--- src/rtl/rxcard_pkg.sv ---
package rxcard_pkg;
   localparam int unsigned OFS_W = 3;
   localparam logic [OFS_W-1:0] OFS_ADC_DATA = 3'd2;
   localparam logic [OFS_W-1:0] OFS_ADC_CTRL = 3'd3;
   localparam logic [OFS_W-1:0] OFS_DAC_BASE = 3'd4;
   localparam logic [OFS_W-1:0] OFS_PCODE    = 3'd6;
   localparam logic [OFS_W-1:0] OFS_PARAM    = 3'd7;

   typedef struct packed {
      logic       grp_gate_en;
      logic       cnt5_en;
      logic       irq_en;
      logic       dac_hi;
      logic [1:0] gate;
      logic [1:0] integ;
   } param_t;
endpackage

--- src/rtl/rxcard_dac_stage.sv ---
module rxcard_dac_stage #(
   parameter int unsigned DW      = 8,
   parameter int unsigned DAC_W   = 12,
   parameter logic [DAC_W-1:0] RST_VAL = 12'h800
) (
   input  logic             clk,
   input  logic             rst_n,
   input  logic             wr,
   input  logic             hi_sel,
   input  logic [DW-1:0]    wdata,
   output logic [DAC_W-1:0] dac_out
);
   localparam int unsigned HI_W = DAC_W - DW;

   generate
      if (DAC_W <= DW || DAC_W > 2*DW) begin : g_bad_width
         $error("DAC width must lie between one and two bus bytes");
      end
   endgenerate

   logic [DW-1:0]    lo_q;
   logic [DAC_W-1:0] out_q;

   always_ff @(posedge clk) begin
      if (!rst_n) begin
         lo_q  <= RST_VAL[DW-1:0];
         out_q <= RST_VAL;
      end else if (wr) begin
         if (hi_sel) out_q <= {wdata[HI_W-1:0], lo_q};
         else        lo_q  <= wdata;
      end
   end

   assign dac_out = out_q;

   // the output only moves on a high-half write
   p_dac_atomic_r3: assert property (@(posedge clk) disable iff (!rst_n)
      !(wr && hi_sel) |=> $stable(dac_out));
endmodule

--- src/rtl/rxcard_adc_ctl.sv ---
module rxcard_adc_ctl #(
   parameter int unsigned RES_W = 8,
   parameter int unsigned CH_W  = 2
) (
   input  logic             clk,
   input  logic             rst_n,
   input  logic             chan_wr,
   input  logic [CH_W-1:0]  chan_val,
   input  logic             start_wr,
   input  logic             start_bit,
   input  logic             result_rd,
   input  logic             adc_done_in,
   input  logic [RES_W-1:0] adc_result_in,
   output logic [CH_W-1:0]  adc_chan,
   output logic             adc_start,
   output logic             busy,
   output logic             done,
   output logic [RES_W-1:0] result,
   output logic             irq_pend
);
   logic             busy_q, done_q, start_q, pend_q;
   logic [CH_W-1:0]  chan_q;
   logic [RES_W-1:0] result_q;
   logic             accept, finish;

   assign accept = start_wr && start_bit && !busy_q;
   assign finish = adc_done_in && busy_q;

   always_ff @(posedge clk) begin
      if (!rst_n) begin
         busy_q   <= 1'b0;
         done_q   <= 1'b0;
         start_q  <= 1'b0;
         pend_q   <= 1'b0;
         chan_q   <= '0;
         result_q <= '0;
      end else begin
         start_q <= accept;
         if (chan_wr) chan_q <= chan_val;
         if (accept) begin
            busy_q <= 1'b1;
            done_q <= 1'b0;
            pend_q <= 1'b0;
         end else if (finish) begin
            busy_q   <= 1'b0;
            done_q   <= 1'b1;
            pend_q   <= 1'b1;
            result_q <= adc_result_in;
         end else if (result_rd) begin
            pend_q <= 1'b0;
         end
      end
   end

   assign adc_chan  = chan_q;
   assign adc_start = start_q;
   assign busy      = busy_q;
   assign done      = done_q;
   assign result    = result_q;
   assign irq_pend  = pend_q;

   p_start_single_r5: assert property (@(posedge clk) disable iff (!rst_n)
      adc_start |=> !adc_start);
   p_busy_done_excl_r6: assert property (@(posedge clk) disable iff (!rst_n)
      !(busy && done));
   p_result_hold_r7: assert property (@(posedge clk) disable iff (!rst_n)
      !(adc_done_in && busy) |=> $stable(result));
   p_pend_needs_done_r8: assert property (@(posedge clk) disable iff (!rst_n)
      irq_pend |-> done);
endmodule

--- src/rtl/rxcard_regbank.sv ---
module rxcard_regbank
   import rxcard_pkg::*;
#(
   parameter int unsigned DW      = 8,
   parameter int unsigned DAC_W   = 12,
   parameter int unsigned RES_W   = 8,
   parameter int unsigned CH_W    = 2,
   parameter logic [DAC_W-1:0] DAC_RST = 12'h800
) (
   input  logic             clk,
   input  logic             rst_n,
   input  logic [2:0]       bus_addr,
   input  logic             bus_wr,
   input  logic             bus_rd,
   input  logic [DW-1:0]    bus_wdata,
   output logic [DW-1:0]    bus_rdata,
   input  logic             adc_done_in,
   input  logic [RES_W-1:0] adc_result_in,
   output logic [CH_W-1:0]  adc_chan,
   output logic             adc_start,
   output logic [1:0]       integ_sel,
   output logic [1:0]       gate_sel,
   output logic             dac_hi_sel,
   output logic             irq_en,
   output logic             cnt5_en,
   output logic             grp_gate_en,
   output logic [DAC_W-1:0] dac_a,
   output logic [DAC_W-1:0] dac_b,
   output logic [DW-1:0]    pcode,
   output logic             irq
);
   localparam int unsigned N_DAC = 2;

   generate
      if (DW != $bits(param_t)) begin : g_bad_dw
         $error("bus width must match the parameter byte");
      end
      if (RES_W > DW || CH_W > DW || DW < 2) begin : g_bad_res
         $error("result and channel must fit on the bus");
      end
   endgenerate

   param_t        par_q;
   logic [DW-1:0] pcode_q;
   logic          busy, done, pend;
   logic [RES_W-1:0] result;
   logic [DAC_W-1:0] dac_val [N_DAC];

   always_ff @(posedge clk) begin
      if (!rst_n) begin
         par_q   <= '0;
         pcode_q <= '0;
      end else if (bus_wr) begin
         if (bus_addr == OFS_PARAM) par_q   <= param_t'(bus_wdata);
         if (bus_addr == OFS_PCODE) pcode_q <= bus_wdata;
      end
   end

   for (genvar i = 0; i < N_DAC; i++) begin : g_dac
      rxcard_dac_stage #(.DW(DW), .DAC_W(DAC_W), .RST_VAL(DAC_RST)) u_dac (
         .clk     (clk),
         .rst_n   (rst_n),
         .wr      (bus_wr && bus_addr == OFS_DAC_BASE + 3'(i)),
         .hi_sel  (par_q.dac_hi),
         .wdata   (bus_wdata),
         .dac_out (dac_val[i])
      );
   end

   rxcard_adc_ctl #(.RES_W(RES_W), .CH_W(CH_W)) u_adc (
      .clk           (clk),
      .rst_n         (rst_n),
      .chan_wr       (bus_wr && bus_addr == OFS_ADC_DATA),
      .chan_val      (bus_wdata[CH_W-1:0]),
      .start_wr      (bus_wr && bus_addr == OFS_ADC_CTRL),
      .start_bit     (bus_wdata[0]),
      .result_rd     (bus_rd && bus_addr == OFS_ADC_DATA),
      .adc_done_in   (adc_done_in),
      .adc_result_in (adc_result_in),
      .adc_chan      (adc_chan),
      .adc_start     (adc_start),
      .busy          (busy),
      .done          (done),
      .result        (result),
      .irq_pend      (pend)
   );

   always_comb begin
      bus_rdata = '0;
      if (bus_addr == OFS_ADC_DATA) begin
         bus_rdata[RES_W-1:0] = result;
      end else if (bus_addr == OFS_ADC_CTRL) begin
         bus_rdata[0]    = busy;
         bus_rdata[DW-1] = done;
      end
   end

   assign integ_sel   = par_q.integ;
   assign gate_sel    = par_q.gate;
   assign dac_hi_sel  = par_q.dac_hi;
   assign irq_en      = par_q.irq_en;
   assign cnt5_en     = par_q.cnt5_en;
   assign grp_gate_en = par_q.grp_gate_en;
   assign dac_a       = dac_val[0];
   assign dac_b       = dac_val[1];
   assign pcode       = pcode_q;
   assign irq         = pend && par_q.irq_en;

   p_param_hold_r1: assert property (@(posedge clk) disable iff (!rst_n)
      !(bus_wr && bus_addr == OFS_PARAM) |=> $stable(par_q));
   p_pcode_hold_r9: assert property (@(posedge clk) disable iff (!rst_n)
      !(bus_wr && bus_addr == OFS_PCODE) |=> $stable(pcode));
   p_irq_needs_done_r8: assert property (@(posedge clk) disable iff (!rst_n)
      irq |-> bus_rdata_status_done);

   logic bus_rdata_status_done;
   assign bus_rdata_status_done = done;
endmodule

--- config.mk ---
export PLATFORM = sky130hd
export DESIGN_NAME = rxcard_regbank
export DESIGN_NICKNAME = d
export VERILOG_FILES = /design/src/rtl/rxcard_pkg.sv /design/src/rtl/rxcard_dac_stage.sv /design/src/rtl/rxcard_adc_ctl.sv /design/src/rtl/rxcard_regbank.sv
export SDC_FILE = /design/constraint.sdc
export NUM_CORES = 1
export LEC_CHECK = 0
export BUFFER_PORTS_ARGS = -buffer_cell sky130_fd_sc_hd__buf_4
export CORE_MARGIN = 5
export CORE_UTILIZATION = 40
export DETAILED_ROUTE_END_ITERATION = 16
export SLEW_MARGIN = 10
export SYNTH_ARGS = -nofsm -noshare
export SYNTH_HDL_FRONTEND = slang
export SYNTH_SLANG_ARGS = --single-unit
--- constraint.sdc ---
create_clock -name clk -period 1.7 [get_ports clk]
set_clock_uncertainty 0.05 [all_clocks]
set_input_delay 0 -clock clk [delete_from_list [all_inputs] [get_ports clk]]
set_output_delay 0 -clock clk [all_outputs]
set_load 0.1 [all_outputs]
# Word-level counts from Yosys, hierarchy flattened
# Index checks and enable logic that the tools add are counted.
# Widths: inputs -> output; s select.
[word_totals]
rom_bits = 0
n_memories = 0
ramBits = 0
in_bits = 24
regBits = 70
latchBits = 0
[classes]
mux = 9
mul = 0
order_cmp = 0
bitwise = 3
reduce_logical = 20
n_eq_ne = 6
add_sub_neg = 0
n_shift = 0
div = 0
[op_table]
columns = ["operator", "n"]
rows = [
  ["$reduce_and 2->1", 7],
  ["$eq 3x3->1 const B", 4],
  ["$logic_and 1x1->1", 9],
  ["$mux 1", 8],
  ["$eq 3x2->1 const B", 2],
  ["$mux 6", 1],
  ["$reduce_bool 2->1", 2],
  ["$not 1->1", 3],
  ["$reduce_or 2->1", 1],
  ["$logic_not 1->1", 1],
]

# Longest topological paths before layout
[depth]
depth_word = 6
depth_mapped = 5
mapped_depth_nobuf = 3

# Hierarchy
# Synthesis repeated with hierarchy kept, for this count alone.
[hier_totals]
cells_unflattened = 293
area_unflattened_um2 = 2902.8
[by_module_without_submodules]
columns = ["mod", "cells_each", "seq_area_each_um2", "n_inst", "area_per_inst_um2"]
rows = [
  ["rxcard_dac_stage", 77, 400.4, 2, 773.2],
  ["rxcard_regbank", 82, 320.3, 1, 753.2],
  ["rxcard_adc_ctl", 57, 280.3, 1, 603.1],
]

# Worst setup path before layout
# OpenSTA, ideal clock, no wires.
[synth_timing]
path_type = "register to register"
start = "register par_q (netlist bit dac_hi_sel)"
end = "register g_dac[1].u_dac.out_q[10]"
stages_incl_launch_ff = 5
path_buffers = 1
required_time_ns = 1.578
synth_period_minus_slack_ns = 1.937
t_arrival_ns = 1.815
setup_time_ns = 0.072
setup_slack_ns = -0.237
path_cell_list = "dfxtp_1 -> nand2_1 -> nor2_2 -> buf_6 -> mux2i_1"
[synth_via]
elab_chain_cells = 1
[synth_lines]
columns = ["element", "line", "rtl"]
rows = [
  ["from (decl)", "rxcard_regbank.sv:43", "param_t par_q;"],
  ["from (signal assigned)", "rxcard_regbank.sv:54", "if (bus_addr == OFS_PARAM) par_q <= param_t'(bus_wdata);"],
  ["$reduce_and 2->1 (no line)", "-", ""],
  ["to (signal assigned)", "rxcard_dac_stage.sv:29", "if (hi_sel) out_q <= {wdata[HI_W-1:0], lo_q};"],
  ["to (decl)", "rxcard_dac_stage.sv:22", "logic [DAC_W-1:0] out_q;"],
]
# No other way between the ends.
# A chain may end at the register's enable or synchronous reset.

# Worst setup path after layout
[layout_timing]
start = "register par_q (netlist bit dac_hi_sel)"
end = "register g_dac[0].u_dac.out_q[3]"
[layout_via]
elab_chain_cells = 1
[layout_lines]
columns = ["element", "line"]
rows = [
  ["$reduce_and 2->1 (no line)", "-"],
  ["to (signal assigned)", "rxcard_dac_stage.sv:29"],
  ["to (decl)", "rxcard_dac_stage.sv:22"],
]
# No other way between the ends.

==> out/metrics.csv <==
stage;metric;value;unit
outcome;outcome;complete, no violations;
cells_and_area;drive_gt1_share;27.9;%
synthesis;synth-compound-area-share;5.44;%
synthesis;syn_area;0.00269;sq mm
die;die_area;0.00846;sq mm
die;core_area;0.00646;sq mm
global_route;antenna_found_initial;0;
sta;finalCritPeriodShare;74.9;%
pwr;swShare;23.6;%
route;ant_nets;0;
worst_setup_path;crit_required;1.92;ns
route;num_vias;2189;
synthesis;muxShareOfSynthArea;16.4;%
global_route;overflow;0;
placement;hpwl;4570;um
global_route;grt_pass1_wl;10900;um
job;max_cap_viol_count;0;
route;drt_iter0_drc;98;
sta;final.setup.tns;0;ns
worst_setup_path;path_class;flip-flop to flip-flop;
clock_network;worst_setup_hold_path_clk_slew;0.08;ns
clock_network;insertion_delay;0.34;ns
clock_network;cts_resized;0;
synthesis;async_reset_ff_share;0;%
synthesis;yosys.area.top_type;dfxtp_1;
worst_setup_path;cpMaxStageDelayCell;nor2b_4;
pwr;p_clk_share;45.6;%
pwr;p_per_area;972;mW/mm^2
synthesis;synth.distinct_cells;28;
sta;hold_violations;0;
die;start_util;41.6;%
sta;slew-limit-headroom;65.0;%
worst_setup_path;cp.buffers_inverters;0;
route;finalWirelength;6640;um
synthesis;synth_edf_count;0;
cells_and_area;nNetsFinal;396;
cells_and_area;design_area;0.00370;sq mm
sta;fmax;786;MHz
die;die_y;92.0;um
pwr;ir_drop;0.521;mV
synthesis;yosys-top-cells-area;dfxtp_1, mux2i_1, nand2_1;
synthesis;synth-seq-cells;70;
worst_setup_path;cpLargestDelayFamily;simple AND/OR/NAND/NOR gates;
pwr;p_switching;0.000848;W
worst_setup_path;critPathMaxStageDelay;0.42;ns
sta;slew_viol_final;0;
clock_network;cts_root_buffer;clkbuf_8;
clock_network;cts_tree;yes;
worst_setup_path;cp_cell_sequence;nand2_1, nor2b_4, mux2i_1;
cells_and_area;final_util;57.3;%
clock_network;numClockSinks;70;
synthesis;synthXorXnorAreaFrac;0;%
synthesis;syn_avg_cell_area;9.57;sq um
sta;tightest_slew;0.524;ns
die;io_pins;76;
synthesis;synth_nets;305;
clock_network;cts_setup_buffers;0;
pwr;intPower;0.00275;W
synthesis;synth_top_family_by_area;simple AND/OR/NAND/NOR gates;
route;post_drt_wl_per_cell;14.6;um
clock_network;htreeDepth;3;
pwr;power.share.sequential;46.3;%
global_route;grt_pass1_vias;2239;
route;route.detailed.drc;0;
synthesis;syn_inst;281;
clock_network;clk_path_buf_depth;2;
worst_setup_path;critPathCaptureType;flip-flop;
route;dr.pass1.iters;4;
synthesis;synth_top_area_share;52.1;%
min_path;holdCritPathClass;input port to flip-flop;
clock_network;numCtsBuffers;9;
die;row_count;29;
die;die_w;92.0;um
pwr;power;0.00360;W
synthesis;synth-seq-area-share;52.1;%
worst_setup_path;critPathLaunchType;flip-flop;
global_route;track_usage;16.3;%
synthesis;synth_commonest_cells;nand2_1, dfxtp_1, mux2i_1, a21oi_1, nand3_1;
placement;placed_cell_area;0.00327;sq mm
synthesis;yosys.cell_count.top_type;nand2_1;
synthesis;synthAdderAreaFrac;0;%
synthesis;synth_ff_type;dfxtp_1;
worst_setup_path;cp_max_fo;12;
pwr;p_leak;1.56;nW
global_route;grt_max_degree;35;
cells_and_area;antenna_cells;0;
placement;portBuffers;75;
placement;place_congestion;0.698;
worst_setup_path;crit_arrival;1.49;ns
synthesis;synthSimpleGateAreaFrac;21.3;%
sta;setup_viol;0;
synthesis;ys_warn_count;0;
sta;fin_crit;1.27;ns
route;drt-vias-per-instance;4.82;
cells_and_area;area_growth;37.7;%
pwr;pwr-share-comb;8.1;%
sta;rsz0062_at_grt;false;
-- placed cells by master, fill, tap and decap left out --
| cell type | count |
|---|---|
| a21oi_1 | 17 |
| and2_1 | 7 |
| and2_2 | 1 |
| and4b_1 | 1 |
| buf_4 | 80 |
| bufinv_16 | 3 |
| clkbuf_8 | 9 |
| clkinv_2 | 1 |
| clkinv_4 | 2 |
| dfxtp_1 | 69 |
| dfxtp_2 | 1 |
| dlygate4sd3_1 | 19 |
| inv_1 | 1 |
| inv_6 | 1 |
| mux2i_1 | 44 |
| nand2_1 | 83 |
| nand2b_1 | 2 |
| nand3_1 | 9 |
| nand3b_1 | 1 |
| nand3b_4 | 1 |
| nand4_1 | 1 |
| nand4_2 | 1 |
| nand4b_1 | 1 |
| nor2_1 | 5 |
| nor2_2 | 2 |
| nor2b_4 | 1 |
| nor3b_1 | 2 |
| nor3b_2 | 1 |
| nor3b_4 | 1 |
| o2111a_1 | 1 |
| o211a_1 | 1 |
| o21ai_1 | 8 |
-- cells by family after synthesis --
group,after synthesis
multiplexers,44
AO/OA/AOI/OAI,27
buffers and inverters,20
AND/OR/NAND/NOR,120
flip-flops,70
-- power by group through the flow --
stage               logic (W)  registers, W  clock network [W]
floorplan            0.000102       0.00177                  0
global placement     0.000257       0.00170                  0
detailed placement   0.000258       0.00171                  0
CTS                  0.000293       0.00167            0.00167
global route         0.000312       0.00167            0.00174
finish               0.000292       0.00167            0.00164
-- layout make-up --
cell class,instances,area (sq um)
Clock buffer,9,124
Clock inverter,7,121
Fill cell,621,2760
Inverter,1,3.75
Multi-Input combinational cell,191,1160
Sequential cell,70,1400
Tap cell,77,96.3
Timing Repair Buffer,99,791
-- worst min-delay path, cell delays in order --
cell,delay [ns]
buf_4,0.14
nand4_1,0.18
nor2_1,0.05
-- per-layer routing --
layer / track usage (%) / up-vias / share of wire (%)
li1: - / 1116 / -
met1: 20.8 / 1007 / 47
met2: 25.9 / 54 / 46
met3: 4.58 / 12 / 5.6
met4: 7.18 / 0 / 1.9
met5: 0 / - / 0
-- registers in the layout (all words and copies together), names as in the netlist --
signal,flops
irq_en,1
g_dac.u_dac.dac_out,24
cnt5_en,1
pcode,8
g_dac.u_dac.lo_q,16
u_adc.irq_pend,1
gate_sel,2
u_adc.adc_start,1
u_adc.adc_chan,2
u_adc.result,8
dac_hi_sel,1
u_adc.done,1
integ_sel,2
u_adc.busy,1
grp_gate_en,1
-- stage by stage --
stage / hold slack [ns] / setup WS (ns) / cells
final: 0.0369 / 0.427 / 454
after global routing: 0.0458 / 0.339 / 454
after detailed placement: 0.206 / 0.448 / 419
after global placement: 0.200 / 0.497 / 419
after CTS: 0.0245 / 0.421 / 454
after floorplan: 0.0860 / 0.0249 / 281
-- path summary, 6_finish.rpt --
| check | start | slack (ns) | endpoint | depth (start not counted) |
|---|---|---|---|---|
| max | dac_hi_sel | 0.43 | g_dac[0].u_dac.dac_out[3] | 3 |
| min | bus_addr[1] | 0.04 | u_adc.adc_start | 3 |
| max reg2reg | dac_hi_sel | 0.43 | g_dac[0].u_dac.dac_out[3] | 3 |
| min reg2reg | u_adc.result[5] | 0.40 | u_adc.result[5] | 2 |
-- what timing repair did --
action,4_1_cts,5_1_grt
hold buffers,19,0
endpoints found under the hold margin,34,0
endpoints found under the setup margin,0,0
Note: power is estimated with default switching activity, not from simulation.
